[src/rtl/adsr_env.sv]
module adsr_env #(
  parameter int RATE_W = 16
) (
  input  logic       clk,
  input  logic       rst_n,
  input  logic       ce,
  input  logic       wr_en,
  input  logic [1:0] wr_sel,
  input  logic [7:0] wr_data,
  output logic [7:0] level
);
  localparam int EXP_W = 5;
  localparam logic [1:0] SEL_CTRL = 2'd0;
  localparam logic [1:0] SEL_AD   = 2'd1;
  localparam logic [1:0] SEL_SR   = 2'd2;

  typedef enum logic [1:0] {ST_ATK = 2'd0, ST_DS = 2'd1, ST_REL = 2'd2} st_e;

  st_e               state_q;
  logic              gate_q, hold_q;
  logic [3:0]        atk_q, dec_q, sus_q, rel_q;
  logic [3:0]        rate_sel;
  logic [RATE_W-1:0] rate_q, rate_inc, period;
  logic [EXP_W-1:0]  exp_q, exp_inc, exp_per_q, exp_per_nx;
  logic [7:0]        env_q, env_nx;
  logic              tick, exp_hit, step;

  always_comb begin
    case (state_q)
      ST_ATK:  rate_sel = atk_q;
      ST_DS:   rate_sel = dec_q;
      default: rate_sel = rel_q;
    endcase
  end

  always_comb begin
    case (rate_sel)
      4'd0:    period = RATE_W'(9);
      4'd1:    period = RATE_W'(32);
      4'd2:    period = RATE_W'(63);
      4'd3:    period = RATE_W'(95);
      4'd4:    period = RATE_W'(149);
      4'd5:    period = RATE_W'(220);
      4'd6:    period = RATE_W'(267);
      4'd7:    period = RATE_W'(313);
      4'd8:    period = RATE_W'(392);
      4'd9:    period = RATE_W'(977);
      4'd10:   period = RATE_W'(1954);
      4'd11:   period = RATE_W'(3126);
      4'd12:   period = RATE_W'(3907);
      4'd13:   period = RATE_W'(11720);
      4'd14:   period = RATE_W'(19532);
      default: period = RATE_W'(31251);
    endcase
  end

  assign rate_inc = rate_q + RATE_W'(1);
  assign tick     = ce && (rate_inc == period);
  assign exp_inc  = exp_q + EXP_W'(1);
  assign exp_hit  = (state_q == ST_ATK) || (exp_inc == exp_per_q);
  assign step     = tick && exp_hit && !hold_q;
  assign level    = env_q;

  always_comb begin
    case (state_q)
      ST_ATK:  env_nx = env_q + 8'd1;
      ST_DS:   env_nx = (env_q == {sus_q, sus_q}) ? env_q : env_q - 8'd1;
      default: env_nx = env_q - 8'd1;
    endcase
  end

  always_comb begin
    case (env_nx)
      8'd255:  exp_per_nx = EXP_W'(1);
      8'd93:   exp_per_nx = EXP_W'(2);
      8'd54:   exp_per_nx = EXP_W'(4);
      8'd26:   exp_per_nx = EXP_W'(8);
      8'd14:   exp_per_nx = EXP_W'(16);
      8'd6:    exp_per_nx = EXP_W'(30);
      8'd0:    exp_per_nx = EXP_W'(1);
      default: exp_per_nx = exp_per_q;
    endcase
  end

  always_ff @(posedge clk or negedge rst_n) begin
    if (!rst_n) begin
      state_q   <= ST_REL;
      gate_q    <= 1'b0;
      hold_q    <= 1'b1;
      atk_q     <= '0;
      dec_q     <= '0;
      sus_q     <= '0;
      rel_q     <= '0;
      rate_q    <= '0;
      exp_q     <= '0;
      exp_per_q <= EXP_W'(1);
      env_q     <= '0;
    end else begin
      if (ce)
        rate_q <= tick ? '0 : rate_inc;
      if (tick)
        exp_q <= exp_hit ? '0 : exp_inc;
      if (step) begin
        env_q     <= env_nx;
        exp_per_q <= exp_per_nx;
        if (env_nx == 8'd0)
          hold_q <= 1'b1;
        if (state_q == ST_ATK && env_nx == 8'hFF)
          state_q <= ST_DS;
      end
      if (wr_en) begin
        case (wr_sel)
          SEL_CTRL: begin
            gate_q <= wr_data[0];
            if (!gate_q && wr_data[0]) begin
              state_q <= ST_ATK;
              hold_q  <= 1'b0;
            end else if (gate_q && !wr_data[0]) begin
              state_q <= ST_REL;
            end
          end
          SEL_AD: begin
            atk_q <= wr_data[7:4];
            dec_q <= wr_data[3:0];
          end
          SEL_SR: begin
            sus_q <= wr_data[7:4];
            rel_q <= wr_data[3:0];
          end
          default: ;
        endcase
      end
    end
  end
endmodule

[config.mk]
export PLATFORM = sky130hd
export DESIGN_NAME = adsr_env
export DESIGN_NICKNAME = d
export VERILOG_FILES = /design/src/rtl/adsr_env.sv
export SDC_FILE = /design/constraint.sdc
export NUM_CORES = 1
export LEC_CHECK = 0
export ABC_AREA = 1
export ABC_CLOCK_PERIOD_IN_PS = 2700
export BUFFER_PORTS_ARGS = -buffer_cell sky130_fd_sc_hd__buf_2
export CAP_MARGIN = 20
export CORE_UTILIZATION = 35
export DETAILED_ROUTE_END_ITERATION = 8
export GPL_TIMING_DRIVEN = 0
export HOLD_SLACK_MARGIN = 0.1
export PLACE_DENSITY_LB_ADDON = 0.15
export SYNTH_ARGS = -nofsm -noshare
export SYNTH_HDL_FRONTEND = slang
export SYNTH_SLANG_ARGS = --single-unit
[constraint.sdc]
create_clock -name clk -period 2.7 [get_ports clk]
set_input_delay 0.27 -clock clk [delete_from_list [all_inputs] [get_ports clk]]
set_output_delay 0.27 -clock clk [all_outputs]
set_load 0.01 [all_outputs]
==> results.md <==
- Longest Clk Path Bufs: 2
- Setup Crit Path Kind: reg -> reg
- Initial Util: 0.364
- Crit-path slowest cell: dfstp_2
- Vias: 4551
- Final setup viols: 28
- Routability cong.: 0.866
- Die ar.: 13100 sq um
- H-tree depth: 2
- Io pins: 22
- Largest net degree at the start of global routing: 29
- I/O Buffers: 21
- Synth Instances: 688
- Worst setup EP type: flop
- Worst-path cell chain: inv_2, or2_4, nand3_4, inv_4, ha_4, inv_4, nor2_4, nor2_2, nand2_1, xor2_2, nand3_2, nor2_4, nand4_4, buf_12, buf_8, nand2_2, o21ai_2
- Drt pass-1 iters: 5
- Worst IR Drop VDD: 0.257 mV
- Worst-skew pair later-pin latency: 0.31 ns
- GRT Overall Usage: 0.202
- Critical path launch point type: flop
- Fin crit share: 1.04
- GRT Residual Overflow: 0
- Power Dens Cells: 701 nW/um^2
- Worst endpoint required time: 2.90 ns
- Pre-CTS WS: -0.424 ns
- Layout cells sized above 1: 0.286
- Final worst-path setup slack: -0.100 ns
- CTS clk-pin slew, worst paths: 0.08 ns
- Number of diodes: 0
- # clock sinks: 54
- Worst slew pin tran: between 0.7 and 0.8 ns
- Final Instance Count excl. Fillers: 931
- Inst Count DP: 878
- Vias in the first global route: between 4000 and 5000
- Mapped Area: 4420 sq um
- Top cell type by total area after synthesis: dfrtp_1
- Final Core Density: 0.471
- Worst-path maximum fanout: 7
- Register area share after synthesis: 0.306
- Min-Delay Endpoint: dec_q[2]
- Synthesized area per cell: 6.43 sq um
- Root Driver: clkbuf_16
- Critical Path Max Stage Delay: 0.63 ns
- Synthesized Nets: approximately 700
- Max Freq: 0.357 GHz
- Rows: 40
- DR WL/cell: 13.6 um
- Hold Path Class: in -> reg
- Clk_skew: 0.00964 ns
- Die height: roughly 110 um
- Initial DRC Count: 255
- Yosys top cell area share: 0.289
- Hold Path Origin: wr_data[2]
- Reg2reg end: level[7]
- Drt total wl: 12600 um
- Area grow syn2layout: 29.5%
- MaxCap Viol Count: 0
- Reg2reg setup slack: -0.10 ns
- Number of CTS-inserted buffers: 5
- Drt drc: 0
- Status: finished with violations
- CTS tree: yes
- RSZ-0062 raised after global routing: yes
- Hold Fails Final Rpt: 0
- Hold WS: between 0.2 and 0.25 ns
- Register-to-Register Path Depth: 17
- Core area: around 12000 sq um
- Min Tclk post-route: between 2 and 3 ns
- Distinct cell type count after synthesis: 37
- Failing checks: negative setup slack
- Antenna viol nets, final: 0
- Layout net count: 791
- #FFs+latches synth: 54
- CP arrival: 3.00 ns
- Final Max Tran Viols: 0
- Synth area leaders: dfrtp_1 (29%), nand2_1 (20%), nand3_1 (9.8%)
- Worst r2r src: state_q[1]
- Hold Path Cell Cnt: 3
- Dpl hpwl: 8810 um
- Die Wd: 114 um
- Leak: 2.95 nW
- Sum Neg Setup Slack: -1.36 ns
- Ys Warns: 0
- Antenna violations before repair: 0
- Layout fillers: roughly 1300
- First-pass GRT wire length: approximately 21000 um
- Routed vias/inst: 4.89
- Relative slew margins: 0.531
## what timing repair did
action / 4_1_cts / 5_1_grt
hold buffers: 1 / 0
endpoints found under the hold margin: 23 / 0
buffers inserted: 31 / 11
resized for setup: 94 / 54
endpoints found under the setup margin: 35 / 35
gates cloned: 3 / 0
pin swaps: 27 / 26
## critical path: cells and delay by family, from the launching register on
family	cells	cell delay (ns)
flops	1	0.63
xor+xnor	1	0.20
buf+inv	5	0.45
simple gates	9	1.07
fa+ha+maj	1	0.27
compound gates	1	0.05
## layer usage
metal	up-vias	routed length, um	global-route usage
li1	2331	-	-
met1	2109	5550	0.244
met2	87	6300	0.355
met3	24	472	0.0318
met4	0	295	0.0883
met5	-	0	0
## state kept, by name, summed over array words and instances, names as in the netlist
name and count:
gate_q 1, sus_q 4, rel_q 4, level 8, state_q 2, exp_q 5
atk_q 4, rate_q 16, hold_q 1, dec_q 4, exp_per_q 5
## metrics by stage
step | area (sq um) | total power, mW
finish | 5730 | 4.01
global route | 5730 | 4.33
CTS | 5500 | 3.76
detailed placement | 4760 | 2.66
global placement | 4740 | 2.64
floorplan | 4420 | 2.26
## kinds of logic after synthesis
family | Yosys count | synth area share
compound gates | 64 | 0.0804
flops | 54 | 0.306
fa+ha+maj | 15 | 0.0424
xor+xnor | 18 | 0.0357
buf+inv | 107 | 0.0996
simple gates | 430 | 0.435
## worst max-delay path by stage
stage	cells past startpoint	slack (ns)	endpoint	from
3_3_place_gp	17	-0.39	exp_per_q[1]	state_q[1]
2_1_floorplan	16	0.03	level[7]	state_q[1]
4_1_cts	20	-0.10	level[2]	state_q[1]
6_report	17	-0.10	level[7]	state_q[1]
3_5_place_dp	17	-0.42	exp_per_q[1]	state_q[0]
5_1_grt	21	-0.25	exp_per_q[4]	state_q[1]
## cells in the mapped netlist
cell and count:
clkinv_2 1, nand2_2 5, clkbuf_2 1, nor3_1 10, or2_1 3, nand3_4 1
inv_2 6, nand4_1 12, buf_4 2, nor3_2 1, nor2_1 61, o21bai_1 1
nand3_1 87, nand3b_1 2, buf_1 1, or2_2 3, a31oi_1 1, dfstp_2 3
a21oi_1 5, buf_6 3, nand3_2 4, dfrtp_1 51, inv_1 83, nor2_2 2
nand2_1 231, nor3_4 1, xor2_1 17, nand4_4 1, ha_1 15, buf_2 5
nand2_4 3, clkbuf_1 5, o21ai_2 8, o21ai_0 48, nor2_4 3, o22ai_1 1
xnor2_1 1
## placed cells by master, fill, tap and decap left out, types with 2 or more instances in the layout
master     instances
a21oi_1            2
a21oi_2            3
buf_12             2
buf_2             24
buf_4             37
buf_6              8
buf_8              4
clkbuf_1           6
clkbuf_16          5
dfrtp_1           49
dfrtp_2            2
dfstp_2            3
ha_1              11
ha_2               3
inv_1             78
inv_2              8
inv_4              3
nand2_1          193
nand2_2           41
nand2_4            5
nand3_1           70
nand3_2           18
nand3_4            4
nand3b_1           2
nand4_1           12
nor2_1            49
nor2_2             7
nor2_4            10
nor3_1            10
o21ai_0           27
o21ai_1           13
o21ai_2           16
or2_1              2
or2_2              3
xor2_1            15
xor2_2             2
## power by group
group	internal [mW]	switching, mW	total [mW]
combinational	0.861	1.37	2.23
clock	0.439	0.325	0.764
sequential	0.924	0.0977	1.02
## final cells by class
cell class	instances	area [sq um]	share of cell area
clock inverters	2	37.5	0.00655
flip-flops and latches	54	1360	0.237
well taps	168	210	0.0367
repair buffers	67	528	0.0922
multi-input cells	527	2980	0.521
plain buffers	17	125	0.0218
clock buffers	6	129	0.0225
inverters	90	358	0.0625
Power figures use the tool's default switching activity.
